## src/rtl/eprg_pkg.sv

```systemverilog
package eprg_pkg;
  typedef enum logic [3:0] {
    S_IDLE,  // waiting for a command
    S_WSET,  // address/data set up, strobe not yet low
    S_WPUL,  // write strobe low
    S_WHLD,  // strobe released, data still driven
    S_WTRN,  // bus released, turnaround
    S_GAP,   // deselected pause between status checks
    S_PRD,   // poll read of bit 7
    S_RBW,   // wait on ready/busy line
    S_FRD,   // final full-byte read for compare
    S_RRD    // plain read command
  } eprg_st_e;
endpackage

```

## src/rtl/eprg_cnt.sv

```systemverilog
module eprg_cnt #(
  parameter int W = 4
) (
  input  logic         clk,
  input  logic         rst,
  input  logic         load,
  input  logic [W-1:0] val,
  input  logic         en,
  output logic         zero
);
  logic [W-1:0] cnt_q;

  always_ff @(posedge clk) begin
    if (rst)                      cnt_q <= '0;
    else if (load)                cnt_q <= val;
    else if (en && cnt_q != '0)   cnt_q <= cnt_q - 1'b1;
  end

  assign zero = (cnt_q == '0);
endmodule

```

## src/rtl/eprg_sync.sv

```systemverilog
module eprg_sync #(
  parameter int   W       = 1,
  parameter int   STAGES  = 2,
  parameter logic RST_VAL = 1'b0
) (
  input  logic         clk,
  input  logic         rst,
  input  logic [W-1:0] d,
  output logic [W-1:0] q
);
  logic [W-1:0] stg_q [STAGES];

  for (genvar i = 0; i < STAGES; i++) begin : g_stg
    if (i == 0) begin : g_first
      always_ff @(posedge clk) begin
        if (rst) stg_q[i] <= {W{RST_VAL}};
        else     stg_q[i] <= d;
      end
    end else begin : g_next
      always_ff @(posedge clk) begin
        if (rst) stg_q[i] <= {W{RST_VAL}};
        else     stg_q[i] <= stg_q[i-1];
      end
    end
  end

  assign q = stg_q[STAGES-1];
endmodule

```

## src/rtl/eeprom_prog_ctrl.sv

```systemverilog
module eeprom_prog_ctrl #(
  parameter int ADDR_W      = 13,
  parameter int DATA_W      = 8,
  parameter int T_SETUP     = 2,
  parameter int T_PULSE     = 4,
  parameter int T_HOLD      = 2,
  parameter int T_READ      = 3,
  parameter int T_GAP       = 4,
  parameter int TIMEOUT     = 2000,
  parameter int SYNC_STAGES = 2
) (
  input  logic              clk,
  input  logic              rst,
  input  logic              mode,
  input  logic              cmd_valid,
  output logic              cmd_ready,
  input  logic              cmd_write,
  input  logic [ADDR_W-1:0] cmd_addr,
  input  logic [DATA_W-1:0] cmd_wdata,
  output logic              rsp_valid,
  output logic [DATA_W-1:0] rsp_rdata,
  output logic              rsp_timeout,
  output logic              rsp_mismatch,
  output logic [ADDR_W-1:0] mem_addr,
  output logic [DATA_W-1:0] mem_dout,
  output logic              mem_dout_en,
  input  logic [DATA_W-1:0] mem_din,
  output logic              mem_ce_n,
  output logic              mem_oe_n,
  output logic              mem_we_n,
  input  logic              mem_rdy
);
  import eprg_pkg::*;

  function automatic int max_of(input int a, input int b);
    return (a > b) ? a : b;
  endfunction

  localparam int PH_MAX = max_of(max_of(T_SETUP, T_PULSE), max_of(max_of(T_HOLD, T_READ), T_GAP));
  localparam int PH_W   = $clog2(PH_MAX + 1);
  localparam int TO_W   = $clog2(TIMEOUT + 1);
  localparam int MSB    = DATA_W - 1;

  eprg_st_e          state_q, state_d;
  logic [ADDR_W-1:0] addr_q;
  logic [DATA_W-1:0] wdata_q;
  logic              mode_q;
  logic              ph_load, ph_zero, to_load, to_en, to_zero;
  logic [PH_W-1:0]   ph_val;
  logic              accept, fin, fin_to, fin_cmp;
  logic              rdy_s;
  logic              ce_n_q, oe_n_q, we_n_q, dout_en_q;
  logic              rsp_valid_q, rsp_to_q, rsp_mis_q;
  logic [DATA_W-1:0] rsp_rdata_q;

  eprg_cnt #(.W(PH_W)) u_phase (
    .clk(clk), .rst(rst), .load(ph_load), .val(ph_val), .en(1'b1), .zero(ph_zero)
  );

  eprg_cnt #(.W(TO_W)) u_timeout (
    .clk(clk), .rst(rst), .load(to_load), .val(TO_W'(TIMEOUT - 1)), .en(to_en), .zero(to_zero)
  );

  eprg_sync #(.W(1), .STAGES(SYNC_STAGES), .RST_VAL(1'b0)) u_rdy_sync (
    .clk(clk), .rst(rst), .d(mem_rdy), .q(rdy_s)
  );

  always_comb begin
    state_d = state_q;
    ph_load = 1'b0;
    ph_val  = '0;
    to_load = 1'b0;
    to_en   = 1'b0;
    accept  = 1'b0;
    fin     = 1'b0;
    fin_to  = 1'b0;
    fin_cmp = 1'b0;
    case (state_q)
      S_IDLE: if (cmd_valid) begin
        accept  = 1'b1;
        ph_load = 1'b1;
        if (cmd_write) begin
          state_d = S_WSET;
          ph_val  = PH_W'(T_SETUP - 1);
        end else begin
          state_d = S_RRD;
          ph_val  = PH_W'(T_READ - 1);
        end
      end
      S_WSET: if (ph_zero) begin
        state_d = S_WPUL;
        ph_load = 1'b1;
        ph_val  = PH_W'(T_PULSE - 1);
      end
      S_WPUL: if (ph_zero) begin
        state_d = S_WHLD;
        ph_load = 1'b1;
        ph_val  = PH_W'(T_HOLD - 1);
      end
      S_WHLD: if (ph_zero) state_d = S_WTRN;
      S_WTRN: begin
        state_d = S_GAP;
        ph_load = 1'b1;
        ph_val  = PH_W'(T_GAP - 1);
        to_load = 1'b1;
      end
      S_GAP: begin
        to_en = 1'b1;
        if (to_zero) begin
          state_d = S_IDLE;
          fin     = 1'b1;
          fin_to  = 1'b1;
        end else if (ph_zero) begin
          ph_load = 1'b1;
          if (mode_q) begin
            state_d = S_RBW;
          end else begin
            state_d = S_PRD;
            ph_val  = PH_W'(T_READ - 1);
          end
        end
      end
      S_PRD: begin
        to_en = 1'b1;
        if (to_zero) begin
          state_d = S_IDLE;
          fin     = 1'b1;
          fin_to  = 1'b1;
        end else if (ph_zero) begin
          ph_load = 1'b1;
          if (mem_din[MSB] == wdata_q[MSB]) begin
            state_d = S_FRD;
            ph_val  = PH_W'(T_READ - 1);
          end else begin
            state_d = S_GAP;
            ph_val  = PH_W'(T_GAP - 1);
          end
        end
      end
      S_RBW: begin
        to_en = 1'b1;
        if (to_zero) begin
          state_d = S_IDLE;
          fin     = 1'b1;
          fin_to  = 1'b1;
        end else if (rdy_s) begin
          state_d = S_FRD;
          ph_load = 1'b1;
          ph_val  = PH_W'(T_READ - 1);
        end
      end
      S_FRD: if (ph_zero) begin
        state_d = S_IDLE;
        fin     = 1'b1;
        fin_cmp = 1'b1;
      end
      S_RRD: if (ph_zero) begin
        state_d = S_IDLE;
        fin     = 1'b1;
      end
      default: state_d = S_IDLE;
    endcase
  end

  always_ff @(posedge clk) begin
    if (rst) begin
      state_q   <= S_IDLE;
      addr_q    <= '0;
      wdata_q   <= '0;
      mode_q    <= 1'b0;
      ce_n_q    <= 1'b1;
      oe_n_q    <= 1'b1;
      we_n_q    <= 1'b1;
      dout_en_q <= 1'b0;
    end else begin
      state_q <= state_d;
      if (accept) begin
        addr_q  <= cmd_addr;
        wdata_q <= cmd_wdata;
        mode_q  <= mode;
      end
      ce_n_q    <= !(state_d inside {S_WSET, S_WPUL, S_WHLD, S_PRD, S_FRD, S_RRD});
      oe_n_q    <= !(state_d inside {S_PRD, S_FRD, S_RRD});
      we_n_q    <= (state_d != S_WPUL);
      dout_en_q <= (state_d inside {S_WSET, S_WPUL, S_WHLD});
    end
  end

  always_ff @(posedge clk) begin
    if (rst) begin
      rsp_valid_q <= 1'b0;
      rsp_to_q    <= 1'b0;
      rsp_mis_q   <= 1'b0;
      rsp_rdata_q <= '0;
    end else begin
      rsp_valid_q <= fin;
      if (fin) begin
        rsp_to_q    <= fin_to;
        rsp_mis_q   <= fin_cmp && (mem_din != wdata_q);
        rsp_rdata_q <= fin_to ? '0 : mem_din;
      end
    end
  end

  assign cmd_ready    = (state_q == S_IDLE);
  assign rsp_valid    = rsp_valid_q;
  assign rsp_rdata    = rsp_rdata_q;
  assign rsp_timeout  = rsp_to_q;
  assign rsp_mismatch = rsp_mis_q;
  assign mem_addr     = addr_q;
  assign mem_dout     = wdata_q;
  assign mem_dout_en  = dout_en_q;
  assign mem_ce_n     = ce_n_q;
  assign mem_oe_n     = oe_n_q;
  assign mem_we_n     = we_n_q;

  AST_STROBE_QUALIFIED: assert property (@(posedge clk) disable iff (rst)
    !mem_we_n |-> (!mem_ce_n && mem_oe_n && mem_dout_en));
  AST_ADDR_STEADY: assert property (@(posedge clk) disable iff (rst)
    !mem_we_n |-> $stable(mem_addr));
  AST_DATA_HELD: assert property (@(posedge clk) disable iff (rst)
    $rose(mem_we_n) |-> (mem_dout_en && $stable(mem_dout)));
  AST_NO_CONTENTION: assert property (@(posedge clk) disable iff (rst)
    !mem_oe_n |-> (!mem_dout_en && !$past(mem_dout_en)));
  AST_IDLE_QUIET: assert property (@(posedge clk) disable iff (rst)
    cmd_ready |-> (mem_we_n && mem_oe_n && !mem_dout_en));
  AST_RSP_PULSE: assert property (@(posedge clk) disable iff (rst)
    rsp_valid |=> !rsp_valid);
  AST_RSP_TO_IDLE: assert property (@(posedge clk) disable iff (rst)
    rsp_valid |-> cmd_ready);
endmodule

```

## config.mk

```make
export PLATFORM = sky130hd
export DESIGN_NAME = eeprom_prog_ctrl
export DESIGN_NICKNAME = d
export VERILOG_FILES = /design/src/rtl/eprg_pkg.sv /design/src/rtl/eprg_cnt.sv /design/src/rtl/eprg_sync.sv /design/src/rtl/eeprom_prog_ctrl.sv
export SDC_FILE = /design/constraint.sdc
export NUM_CORES = 1
export LEC_CHECK = 0
export BUFFER_PORTS_ARGS = -buffer_cell sky130_fd_sc_hd__buf_2
export CELL_PAD_IN_SITES_DETAIL_PLACEMENT = 1
export CELL_PAD_IN_SITES_GLOBAL_PLACEMENT = 1
export CORE_UTILIZATION = 41
export CTS_BUF_LIST = sky130_fd_sc_hd__clkbuf_4 sky130_fd_sc_hd__clkbuf_8 sky130_fd_sc_hd__clkbuf_16
export DETAILED_ROUTE_END_ITERATION = 10
export PLACE_DENSITY_LB_ADDON = 0.1
export SYNTH_ARGS = -nofsm -noshare
export SYNTH_HDL_FRONTEND = slang
export SYNTH_SLANG_ARGS = --single-unit
```

## constraint.sdc

```tcl
create_clock -name clk -period 4.7 [get_ports clk]
set_input_delay 0.94 -clock clk [delete_from_list [all_inputs] [get_ports clk]]
set_output_delay 0.94 -clock clk [all_outputs]
set_load 0.01 [all_outputs]
```

# After elaboration in Yosys (flattened, before gate mapping)
# Memory sizes are Yosys's and may differ from the RTL's.
# Index checks and enable logic that the tools add are counted.
op_classes:
  n_reduce_logical: 19
  n_bitwise: 2
  mux: 51
  addsub: 2
  n_eq_ne: 18
ops:
  columns: ["operator", "count"]
  rows:
  - ["$mux 4", 13]
  - ["$pmux 4 s9", 1]
  - ["$mux 11", 2]
  - ["$eq 4x3->1 const B", 5]
  - ["$mux 2", 10]
  - ["$mux 1", 19]
  - ["$eq 4x2->1 const B", 4]
  - ["$eq 4x4->1 const B", 4]
  - ["$pmux 2 s7", 1]
  - ["$logic_not 11->1", 1]
  - ["$reduce_bool 11->1", 1]
  - ["$sub 11x1->11 const B", 1]
  - ["$reduce_bool 3->1", 3]
  - ["$eq 4x1->1 const B", 2]
  - ["$mux 8", 1]
  - ["$ne 8x8->1", 1]
  - ["$reduce_or 2->1", 4]
  - ["$mux 3", 2]
  - ["$reduce_bool 6->1", 1]
  - ["$pmux 1 s5", 1]
  - ["$logic_not 4->1", 1]
  - ["$ne 4x2->1 const B", 1]
  - ["$reduce_bool 2->1", 2]
  - ["$logic_not 3->1", 1]
  - ["7 further kinds", 10]
word_totals:
  ram_bits: 2
  output_inout_bits: 37
  inputBits: 35
  memories: 1
  register_bits: 55
  word_cells: 108
mem_list:
  columns: ["name", "depth", "width", "read_ports", "rd_ports_with_merged_regs", "write_ports", "line_no", "source"]
  rows:
  - ["u_rdy_sync.stg_q", 2, 1, 2, 0, 2, "eprg_sync.sv:11", "logic [W-1:0] stg_q [STAGES];"]

# Longest topological paths before layout
# Gate-level depths: netlist of run 1.
depth:
  depth_word: 8
  depth_mapped: 9
  depth_no_buf: 8

# Cells and area by module
# A second synthesis of run 1 with hierarchy kept.
hier_totals:
  cells_unflattened: 332
  hier_area_um2: 2767.7
by_module_without_submodules:
  columns: ["mod", "cells_per_inst", "instances", "area_each_um2"]
  rows:
  - ["eeprom_prog_ctrl", 230, 1, 1858.0]
  - ["eprg_cnt (u_timeout)", 77, 1, 674.4]
  - ["eprg_cnt (u_phase)", 21, 1, 182.7]
  - ["eprg_sync", 4, 1, 52.6]

# Least setup slack after synthesis of run 1
# Ideal clock, no wire load.
synth_timing:
  path_kind: "reg2reg"
  startpoint: "register u_timeout.cnt_q[2]"
  endpoint: "register u_timeout.cnt_q[8]"
  t_required_ps: 4568
  path_stages_with_launch: 8
  path_slack_ps: 2602
  arrival_time_ps: 1966
  path_buffers: 1
  cell_sequence: "dfxtp_1 -> or4_4 -> buf_6 -> or4_4 -> nand3_1 -> or4_1 -> xor2_1 -> a21oi_1"
synth_between:
  elab_chain_len: 3
  word_cells_on_any_way: 6
  cone_classes: "add/sub: 1; mux: 2; reduce/logical: 3"
synth_lines:
  columns: ["element", "line_no", "source"]
  rows:
  - ["start, declared", "eprg_cnt.sv:11", "logic [W-1:0] cnt_q;"]
  - ["start signal, assigned", "eprg_cnt.sv:15", "else if (load) cnt_q <= val;"]
  - ["start signal, assigned", "eprg_cnt.sv:16", "else if (en && cnt_q != '0) cnt_q <= cnt_q - 1'b1;"]
  - ["$sub 11x1->11 or $reduce_bool 11->1 (tied branches)", "eprg_cnt.sv:16", null]
  - ["$mux 11 or $logic_and 1x1->1 (tied branches)", "eprg_cnt.sv:16", null]
  - ["$mux 11 or $reduce_bool 2->1 (tied branches)", null, null]
# Several ways; a longest one is shown, not always the timed one. The select of a mux whose other input is x is not followed.
# A chain may end at the register's enable or synchronous reset.

# Worst setup path after layout of run 1
layout_timing:
  startpoint: "register state_q[1]"
  endpoint: "register oe_n_q, in the netlist mem_oe_n"
layout_between:
  elab_chain_len: 6
  word_cells_on_any_way: 28
  cone_classes: "eq/ne: 12; mux: 12; reduce/logical: 4"
layout_lines:
  columns: ["element", "line_no", "source"]
  rows:
  - ["start, declared", "eeprom_prog_ctrl.sv:44", "eprg_st_e state_q, state_d;"]
  - ["start signal, assigned", "eeprom_prog_ctrl.sv:176", "state_q <= state_d;"]
  - ["$eq 4x4->1 (tied with other cells)", "eeprom_prog_ctrl.sv:78", "case (state_q)"]
  - ["$reduce_or 2->1 (no source line) (tied with other cells)", null, null]
  - ["$pmux 4 s9 *", "eeprom_prog_ctrl.sv:78", null]
  - ["$eq 4x3->1 or $eq 4x4->1 (tied branches)", "eeprom_prog_ctrl.sv:183", "oe_n_q <= !(state_d inside {S_PRD, S_FRD, S_RRD});"]
  - ["$reduce_bool 3->1 *", "eeprom_prog_ctrl.sv:183", null]
  - ["$logic_not 1->1 *", "eeprom_prog_ctrl.sv:183", null]
  - ["end signal, assigned", "eeprom_prog_ctrl.sv:183", null]
  - ["end, declared", "eeprom_prog_ctrl.sv:52", "logic ce_n_q, oe_n_q, we_n_q, dout_en_q;"]
# Every way passes the cells marked *; elsewhere a longest branch is shown, timed or not.

==> results.toml, run 1 <==
[outcome]
status = "finished, final reports clean"

[clocking]
clkSinkCount = 57
clk_pin_slew_ns = 0.06
cts_root_buf = "clkbuf_8"
cts-buffers-inserted = 9
post_cts.repair.setup_buffers = 0
cts_tree = "built"
clk_latency_ns = 0.33
clock_path_buffers = 2
htreeDepth = 3
cts-resized-gates = 0
hold_buffers = 0

[worst_hold_path]
hold_path.class = "flop to flop"

[worst_setup_path]
timing.rr.start = "state_q[1]"
cp-start-kind = "flop"
cp.arrival_ns = 2.72
crit_end = "mem_oe_n"
worstSetupStartpoint = "state_q[1]"
cp-end-kind = "flop"
ff2ff_path_depth = 6
r2r-end = "mem_oe_n"
path_class = "flop to flop"
cp_max_fo = 24
reg2reg_slack_ns = 2.16
cp_data_required_time_ns = 4.88

[routing]
vias = 2353
remaining_drc_errors = 0
drtAntennaViolNets = 0
finalWirelength_um = 6665
dr.pass1.iters = 4
routedWlPerCell_um = 14.75
drt-initial-drc-count = 59
viasPerCell = 5.206

[sta]
slew_headroom = 0.4205
worst_pin_slew_ns = 0.8692
tns_ns = 0
setup_viol = 0
rsz0062_at_grt = "false"
slew_viol_final = 0
final.period_utilization = 0.5402
min_period_ns = 2.539
max_freq_ghz = 0.3938
hold_viol_final = 0
skew_ns = 0.006721

[yosys]
synthesis.area_um2 = 2602
synth.net_count = 350
synth_top_area_share = 0.4385
ys_top_cells_by_area = "dfxtp_1, nand2_1, a21oi_1, xor2_1, nor2_1"
synth-warning-count = 0
syn_avg_cell_area_um2 = 8.341
synth-seq-cells = 57
synth_seq_area_share = 0.4385
synth_commonest_cells = "nand2_1, dfxtp_1, a21oi_1"
async_flop_share = 0
yosysMostFrequentCell = "nand2_1"
synth_ff_type = "dfxtp_1"
synth_top_area_cell = "dfxtp_1"
ys_types = 48
synth-edff-count = 0
post_synth_inst_count = 312

[finish]
syn_to_final_growth_pct = 20.24
antenna-diode-count = 0
final_nets = 413
drive_gt1_frac = 0.2573
utilization = 0.5193
post-route-cell-area_um2 = 3129

[power]
p_per_area_nw_per_um2 = 484.8
p_seq_frac = 0.413
clockPowerShare = 0.252
internal_power_w = 0.0009657
switchingPower_w = 0.0005512
max-vdd-ir-drop_uv = 226.1
p_leak_nw = 1.377
switching_share = 0.3634
combPwrFrac = 0.335

[die]
start_util = 0.4319
fp-row-count = 28
die_h_um = 81.67
fp.dieW_um = 81.67
io_pins = 72
die_area_um2 = 6670
fp.coreArea_um2 = 6026

[grt]
grt_pass1_vias = 2221
gr-total-overflow = 0
grt_pass1_wl_um = 10600
grt_antenna_before_repair = 0
grt_max_degree = 47
grtUsageTotal = 0.2147

[flow_run]
drv_cap = 0

[placed_design]
place_congestion = 0.7970
placed_area_um2 = 2972
hpwl_um = 4829
portBuffers = 71
## cell usage in the layout (no fill, tap or decap), types with 2 or more instances in the layout
master     Yosys  final
a211oi_1       6      6
a21oi_1       38     38
a31oi_1        2      2
and2_1         3      3
buf_2          1     71
clkbuf_4       0      2
clkbuf_8       0     10
dfxtp_1       57     57
ha_1           3      3
inv_1          5      5
mux2i_1        9      9
nand2_1       58     58
nand2b_1       5      5
nand3_1        4      4
nand3b_1       2      2
nand4_1        2      2
nor2_1        29     29
nor2b_1        5      5
nor3_1        10     10
nor3b_1        2      2
nor4_1         5      5
o21ai_0        4      4
o2bb2ai_1      2      2
o41ai_1        2      2
or3_1          2      2
or4_4          2      2
xnor2_1        3      3
xor2_1        14     14
## flip-flops by register name, summed over array words and instances (netlist names)
register / flops
u_rdy_sync.stg_q: 2
rsp_valid: 1
u_phase.cnt_q: 3
rsp_timeout: 1
mem_addr: 13
mode_q: 1
u_timeout.cnt_q: 11
rsp_rdata: 8
mem_ce_n: 1
mem_we_n: 1
mem_oe_n: 1
mem_dout: 8
mem_dout_en: 1
state_q: 4
rsp_mismatch: 1
## final cells by class
cell class / count / area (um2)
clock buffers: 12 / 152.6
clock inverters: 1 / 5.005
fillers: 761 / 2897
multi-input cells: 231 / 1363
repair buffers: 71 / 355.3
inverters: 5 / 18.77
flip-flops and latches: 57 / 1141
well taps: 75 / 93.84
## per-layer routing
metal / vias up / GRT usage / part of all wire
li1: 1192 / - / -
met1: 1105 / 0.2759 / 0.48
met4: 0 / 0.08246 / 0.012
met2: 49 / 0.3342 / 0.46
met5: - / 0 / 0
met3: 7 / 0.06778 / 0.043
## per-stage QoR
| step | worst slack [ns] | power [W] | std cells | hold slack (ns) |
|---|---|---|---|---|
| after floorplan | 2.602 | 0.0009952 | 312 | 0.4138 |
| after global placement | 2.234 | 0.001138 | 439 | 0.4244 |
| after detailed placement | 2.162 | 0.001150 | 439 | 0.4392 |
| after CTS | 2.154 | 0.001532 | 452 | 0.4527 |
| after global routing | 1.866 | 0.001616 | 452 | 0.4619 |
| final | 2.161 | 0.001517 | 452 | 0.4418 |
## worst max-delay path: stages (launching register included)
cell,delay [ns]
dfxtp_1,0.51
nor4_1,0.47
nand2_1,0.59
o21ai_0,0.50
a21oi_1,0.08
nor2_1,0.18
a31oi_1,0.07
## power groups by stage
stage	Combinational [W]	Clock (W)	Sequential, W
finish	0.000508	0.000383	0.000627
global route	0.000566	0.000413	0.000637
CTS	0.000516	0.000390	0.000626
detailed placement	0.000514	0	0.000636
global placement	0.000504	0	0.000634
floorplan	0.000372	0	0.000624
## worst min-delay path by stage
stage                             start  slack, ns  cells after the start             endpoint
floorplan           u_rdy_sync.stg_q[0]       0.41                      1  u_rdy_sync.stg_q[1]
global placement    u_rdy_sync.stg_q[0]       0.42                      1  u_rdy_sync.stg_q[1]
detailed placement  u_rdy_sync.stg_q[0]       0.44                      1  u_rdy_sync.stg_q[1]
CTS                 u_rdy_sync.stg_q[0]       0.45                      1  u_rdy_sync.stg_q[1]
global route        u_rdy_sync.stg_q[0]       0.46                      1  u_rdy_sync.stg_q[1]
finish              u_rdy_sync.stg_q[0]       0.44                      1  u_rdy_sync.stg_q[1]
## cells by family (layout without fill, tap and decap cells)
group                      after synthesis  count (layout)  synth area share
and+or+nand+nor                        140             140            0.2731
AOI/OAI and AO/OA                       61              61            0.1399
DFF                                     57              57            0.4385
buffers and inverters                   24              89           0.03798
xor gates and xnor gates                17              17           0.05721
muxes                                   10              10           0.03894
adders and majority gates                3               3           0.01442
Power figures use the tool's default switching activity.
==> run 2: changes to the inputs <==
--- a/config.mk
+++ b/config.mk
@@ -5,10 +5,11 @@
 export SDC_FILE = /design/constraint.sdc
 export NUM_CORES = 1
 export LEC_CHECK = 0
+export ABC_AREA = 1
 export BUFFER_PORTS_ARGS = -buffer_cell sky130_fd_sc_hd__buf_2
 export CELL_PAD_IN_SITES_DETAIL_PLACEMENT = 1
 export CELL_PAD_IN_SITES_GLOBAL_PLACEMENT = 1
-export CORE_UTILIZATION = 41
+export CORE_UTILIZATION = 33
 export CTS_BUF_LIST = sky130_fd_sc_hd__clkbuf_4 sky130_fd_sc_hd__clkbuf_8 sky130_fd_sc_hd__clkbuf_16
 export DETAILED_ROUTE_END_ITERATION = 10
 export PLACE_DENSITY_LB_ADDON = 0.1
==> constraint.sdc (replaced) <==
create_clock -name clk -period 2.2 [get_ports clk]
set_input_delay 0.44 -clock clk [delete_from_list [all_inputs] [get_ports clk]]
set_output_delay 0.44 -clock clk [all_outputs]
set_load 0.01 [all_outputs]
==> run 2 against run 1 <==
- maximum frequency rose by 43%
- clock-buffer cell count fell by 1
- critical path depth rose by 5
- sequential cell count did not move
- worst setup slack got worse by 1.7 ns
- synthesized cell count rose by 24%
- die area rose by 27%
- utilization fell by 9.2 points
- via count rose by 17%
- first-iteration DRC count rose by 41%
- power rose by 120%
- critical endpoint is now u_phase.cnt_q[1]
- largest cell class unchanged
- largest power group unchanged
==> results.toml, run 2 <==
[outcome]
status = "finished, final reports clean"

[die]
io_pins = 72
fp.dieW_um = 92.21
die_h_um = 92.21
fp.coreArea_um2 = 7807
fp-row-count = 32
die_area_um2 = 8502
start_util = 0.3439

[sta]
min_period_ns = 1.778
tns_ns = 0
skew_ns = 0.006349
slew_viol_final = 0
slew_headroom = 0.7891
rsz0062_at_grt = "false"
setup_viol = 0
hold_slack_ns = 0.3262
setup_ws_ns = 0.4220
final.period_utilization = 0.8082
worst_pin_slew_ns = 0.3160
max_freq_ghz = 0.5624
hold_viol_final = 0

[routing]
vias = 2745
remaining_drc_errors = 0
drt-initial-drc-count = 83
viasPerCell = 4.816
routedWlPerCell_um = 13.64
finalWirelength_um = 7774
drtAntennaViolNets = 0
dr.pass1.iters = 4

[worst_setup_path]
timing.rr.start = "u_phase.cnt_q[0]"
crit_end = "u_phase.cnt_q[1]"
cp.arrival_ns = 1.97
cp_data_required_time_ns = 2.40
ff2ff_path_depth = 11
cp-start-kind = "flop"
worstSetupStartpoint = "u_phase.cnt_q[0]"
cp-end-kind = "flop"
path_class = "flop to flop"
reg2reg_slack_ns = 0.42
cp_max_fo = 13
r2r-end = "u_phase.cnt_q[1]"

[finish]
syn_to_final_growth_pct = 24.28
layout_commonest_cell = "nor2_1"
final_nets = 505
drive_gt1_frac = 0.2372
antenna-diode-count = 0
layout_common_cells = "nor2_1, buf_2, nand2_1"
largest_register_ffs = 13
final_cells = 570

[grt]
grtUsageTotal = 0.2016
grt_pass1_vias = 2838
grt_max_degree = 24
gr-total-overflow = 0
grt_antenna_before_repair = 0
grt_pass1_wl_um = 13540

[yosys]
synthesis.area_um2 = 2685
synth_top_area_share = 0.4250
synth_seq_area_share = 0.4250
syn_avg_cell_area_um2 = 6.920
async_flop_share = 0
synth_ff_type = "dfxtp_1"
synth-edff-count = 0
synth-seq-cells = 57
synth_top_area_cell = "dfxtp_1"
synth_commonest_cells = "nor2_1, nand2_1, dfxtp_1"
synth-warning-count = 0
ys_top_cells_by_area = "dfxtp_1, nor2_1, nand2_1, inv_1, o21ai_0"
yosysMostFrequentCell = "nor2_1"
synth.net_count = 426
ys_types = 30
post_synth_inst_count = 388

[clocking]
cts-resized-gates = 0
post_cts.repair.setup_buffers = 0
clk_pin_slew_ns = 0.06
htreeDepth = 3
cts-buffers-inserted = 9
clkSinkCount = 57
hold_buffers = 0
clock_path_buffers = 2
clk_latency_ns = 0.32
cts_tree = "built"
cts_root_buf = "clkbuf_8"

[power]
total_power_w = 0.003365
internal_power_w = 0.002098
switchingPower_w = 0.001266
p_seq_frac = 0.401
clockPowerShare = 0.243
p_per_area_nw_per_um2 = 1008
p_leak_nw = 1.719
switching_share = 0.3763
combPwrFrac = 0.356
max-vdd-ir-drop_uv = 453.7

[placed_design]
hpwl_um = 5997
place_ws_ns = 0.4506
place_congestion = 0.7808
place_inst = 558
portBuffers = 71

[flow_run]
drv_cap = 0

[worst_hold_path]
hold_path.class = "primary input to flop"
[run 2: critical path, cell delays in order (launching register included)]
cell     delay (ns)
dfxtp_1        0.34
inv_1          0.07
ha_1           0.21
inv_1          0.05
nor2_1         0.03
buf_4          0.18
nand3_1        0.10
nand3_1        0.11
nor2_1         0.17
nand3_1        0.17
o21ai_1        0.16
a21oi_1        0.06
[run 2: through the flow]
stage | util | area [um2]
3_3_place_gp | 0.4074 | 3181
3_5_place_dp | 0.4074 | 3181
4_1_cts | 0.4274 | 3337
5_1_grt | 0.4274 | 3337
6_report | 0.4274 | 3337
2_1_floorplan | - | 2685
[run 2: cell families after synthesis]
| kind of cell | count (synthesis) | share of synthesized area |
|---|---|---|
| AOI/OAI and AO/OA | 58 | 0.1109 |
| adders and majority gates | 3 | 0.01398 |
| xor gates and xnor gates | 9 | 0.02936 |
| and+or+nand+nor | 204 | 0.3388 |
| DFF | 57 | 0.4250 |
| buffers and inverters | 57 | 0.08201 |
[run 2: layout make-up]
cell class	count	area, um2
inverters	46	172.7
clock buffers	11	151.4
fillers	1041	4471
multi-input cells	274	1324
clock inverters	1	5.005
well taps	102	127.6
repair buffers	79	415.4
flip-flops and latches	57	1141
[run 2: power groups by stage]
stage | sequential (W) | combinational [W] | clock [W]
after floorplan | 0.00141 | 0.000721 | 0
after global placement | 0.00136 | 0.00118 | 0
after detailed placement | 0.00137 | 0.00121 | 0
after CTS | 0.00135 | 0.00121 | 0.000861
after global routing | 0.00138 | 0.00136 | 0.000904
final | 0.00135 | 0.00120 | 0.000819
[run 2: metal layers]
layer	GRT usage	part of all wire
met2	0.3197	0.45
met1	0.2663	0.49
met5	0	0
met4	0.05599	0.011
met3	0.05721	0.050
[run 2: worst min-delay path by stage]
stage / startpoint / slack [ns] / endpoint / cells after the start
after floorplan: u_rdy_sync.stg_q[0] / 0.39 / u_rdy_sync.stg_q[1] / 2
after global placement: u_rdy_sync.stg_q[0] / 0.39 / u_rdy_sync.stg_q[1] / 2
after detailed placement: u_rdy_sync.stg_q[0] / 0.41 / u_rdy_sync.stg_q[1] / 2
after CTS: mem_rdy / 0.31 / u_rdy_sync.stg_q[0] / 3
after global routing: mem_rdy / 0.33 / u_rdy_sync.stg_q[0] / 3
final: mem_rdy / 0.33 / u_rdy_sync.stg_q[0] / 3
==> run 3: changes to the inputs <==
--- a/config.mk
+++ b/config.mk
@@ -5,11 +5,11 @@
 export SDC_FILE = /design/constraint.sdc
 export NUM_CORES = 1
 export LEC_CHECK = 0
-export ABC_AREA = 1
+export ABC_AREA = 0
 export BUFFER_PORTS_ARGS = -buffer_cell sky130_fd_sc_hd__buf_2
 export CELL_PAD_IN_SITES_DETAIL_PLACEMENT = 1
 export CELL_PAD_IN_SITES_GLOBAL_PLACEMENT = 1
-export CORE_UTILIZATION = 33
+export CORE_UTILIZATION = 38
 export CTS_BUF_LIST = sky130_fd_sc_hd__clkbuf_4 sky130_fd_sc_hd__clkbuf_8 sky130_fd_sc_hd__clkbuf_16
 export DETAILED_ROUTE_END_ITERATION = 10
 export PLACE_DENSITY_LB_ADDON = 0.1
==> constraint.sdc (replaced) <==
create_clock -name clk -period 1.7 [get_ports clk]
set_input_delay 0.34 -clock clk [delete_from_list [all_inputs] [get_ports clk]]
set_output_delay 0.34 -clock clk [all_outputs]
set_load 0.01 [all_outputs]
==> run 3 against run 2 <==
- the run now ends with setup timing left
- first-iteration DRC count is 33% higher
- clock power is 89% higher
- die area is 16% lower
- non-clock buffer count is 57 higher
- largest power group is now combinational logic
- highest routed layer unchanged
- hold slack worse by 0.099 ns
- final cell count is 8.4% lower
- utilization is 19 points higher
- combinational power is 96% higher
- register-to-register slack worse by 0.82 ns
- worst setup slack worse by 0.82 ns
- maximum frequency is 15% lower
==> results.toml, run 3 (synthesis results as in run 1) <==
[outcome]
status = "finished with violations"
violations = "setup timing"

[power]
switching_share = 0.3595
max-vdd-ir-drop_uv = 643.6
clockPowerShare = 0.277
switchingPower_w = 0.002010
internal_power_w = 0.003582
p_leak_nw = 1.802
total_power_w = 0.005593
combPwrFrac = 0.420
p_seq_frac = 0.303
p_per_area_nw_per_um2 = 1392

[finish]
final_nets = 478
layout_common_cells = "buf_2, buf_4, nand2_1"
syn_to_final_growth_pct = 54.37
n_fill_cell = 783
multiInputGateArea_um2 = 1620
layout_commonest_cell = "buf_2"
largest_register_ffs = 13
antenna-diode-count = 0
drive_gt1_frac = 0.4764
utilization = 0.6186
seq_area_um2 = 1155
post-route-cell-area_um2 = 4018
final_cells = 522

[clocking]
clk_pin_slew_ns = 0.08
cts_root_buf = "clkbuf_8"
htreeDepth = 3
cts_tree = "built"
clkSinkCount = 57
clk_latency_ns = 0.35
cts-buffers-inserted = 9
clock_path_buffers = 2

[die]
die_area_um2 = 7183
die_h_um = 84.76
fp.dieW_um = 84.76
fp.coreArea_um2 = 6495
start_util = 0.4007
fp-row-count = 29
io_pins = 72

[sta]
final.period_utilization = 1.232
setup_viol = 34
slew_viol_final = 0
skew_ns = 0.01461
setup_ws_ns = -0.3936
hold_viol_final = 0
rsz0062_at_grt = "true"
worst_pin_slew_ns = 0.5231
slew_headroom = 0.6481
max_freq_ghz = 0.4776
min_period_ns = 2.094

[grt]
grt_antenna_before_repair = 0
grt_pass1_wl_um = 14040
grt_pass1_vias = 2973
gr-total-overflow = 0
grt_max_degree = 27
grtUsageTotal = 0.2530

[worst_setup_path]
cp.arrival_ns = 2.32
cp_data_required_time_ns = 1.93
path_class = "flop to flop"
cp-start-kind = "flop"
cp_max_fo = 4
cp-end-kind = "flop"

[placed_design]
hpwl_um = 5856
place_inst = 496
placed_area_um2 = 3428
portBuffers = 71
place_congestion = 0.8543

[routing]
drtAntennaViolNets = 0
remaining_drc_errors = 0
finalWirelength_um = 9490
dr.pass1.iters = 5
viasPerCell = 5.314
drt-initial-drc-count = 110
vias = 2774
routedWlPerCell_um = 18.18

[flow_run]
drv_cap = 0

[worst_hold_path]
hold_path.class = "primary input to flop"
run 3: cell count changes in the layout (fill, tap and decap cells not counted), sizes merged, moves of 7 or more:
cell | before | now
a211oi | 0 | 7
a21oi | 21 | 39
mux2i | 0 | 9
nor3 | 4 | 12
inv | 46 | 5
nor2 | 86 | 29
o21ai | 34 | 4
buf | 79 | 136
nand3 | 29 | 4
xor2 | 1 | 14
nand2 | 71 | 58
run 3: critical path: stages (launching register included):
cell and delay [ns]:
dfxtp_2 0.33, or4_4 0.58, or4_4 0.50, nand3_4 0.13, buf_4 0.12, xor2_1 0.21
a21oi_1 0.11
run 3: power groups by stage:
stage / Sequential (W) / Combinational (W) / Clock [W]
final: 0.00169 / 0.00235 / 0.00155
after global routing: 0.00171 / 0.00254 / 0.00162
after CTS: 0.00168 / 0.00213 / 0.00153
after detailed placement: 0.00169 / 0.00193 / 0
after global placement: 0.00168 / 0.00188 / 0
after floorplan: 0.00173 / 0.00105 / 0
run 3: routing by layer:
metal  vias up  routed length [um]  global-route usage
met2        76                4837              0.4560
met1      1348                4062              0.2829
met3        17                 397             0.05408
li1       1333                   -                   -
met4         0                 193              0.1217
met5         -                   0                   0
run 3: stage by stage:
stage / hold WS, ns / worst slack, ns / TNS (ns)
floorplan: 0.4138 / -0.2654 / -6.092
global placement: 0.4216 / -0.2615 / -2.852
detailed placement: 0.4287 / -0.3168 / -4.150
CTS: 0.2225 / -0.2676 / -3.116
global route: 0.2272 / -0.4340 / -7.980
finish: 0.2269 / -0.3936 / -5.266
run 3: worst paths after layout:
check             cells past startpoint                   to  slack (ns)           startpoint
hold / removal                        3         mem_addr[12]        0.23         cmd_addr[12]
setup / recovery                      6   u_timeout.cnt_q[2]       -0.39   u_timeout.cnt_q[5]
setup reg to reg                      6   u_timeout.cnt_q[2]       -0.39   u_timeout.cnt_q[5]
hold reg to reg                       1  u_rdy_sync.stg_q[1]        0.45  u_rdy_sync.stg_q[0]
run 3: area by class of cell:
type                       count  share of cell area
clock buffer                  12             0.04111
clock inverter                 4             0.01837
inverter                       5            0.004671
multi-input combinational    231              0.4033
sequential                    57              0.2875
tap                           77             0.02398
timing repair buffer         136              0.2211
run 3: repair_timing:
item / in CTS / in global routing
setup buffers: 9 / 3
endpoints found under the setup margin: 51 / 36
pin swaps: 15 / 16
gates resized for setup: 33 / 36
hold buffers: 0 / 0
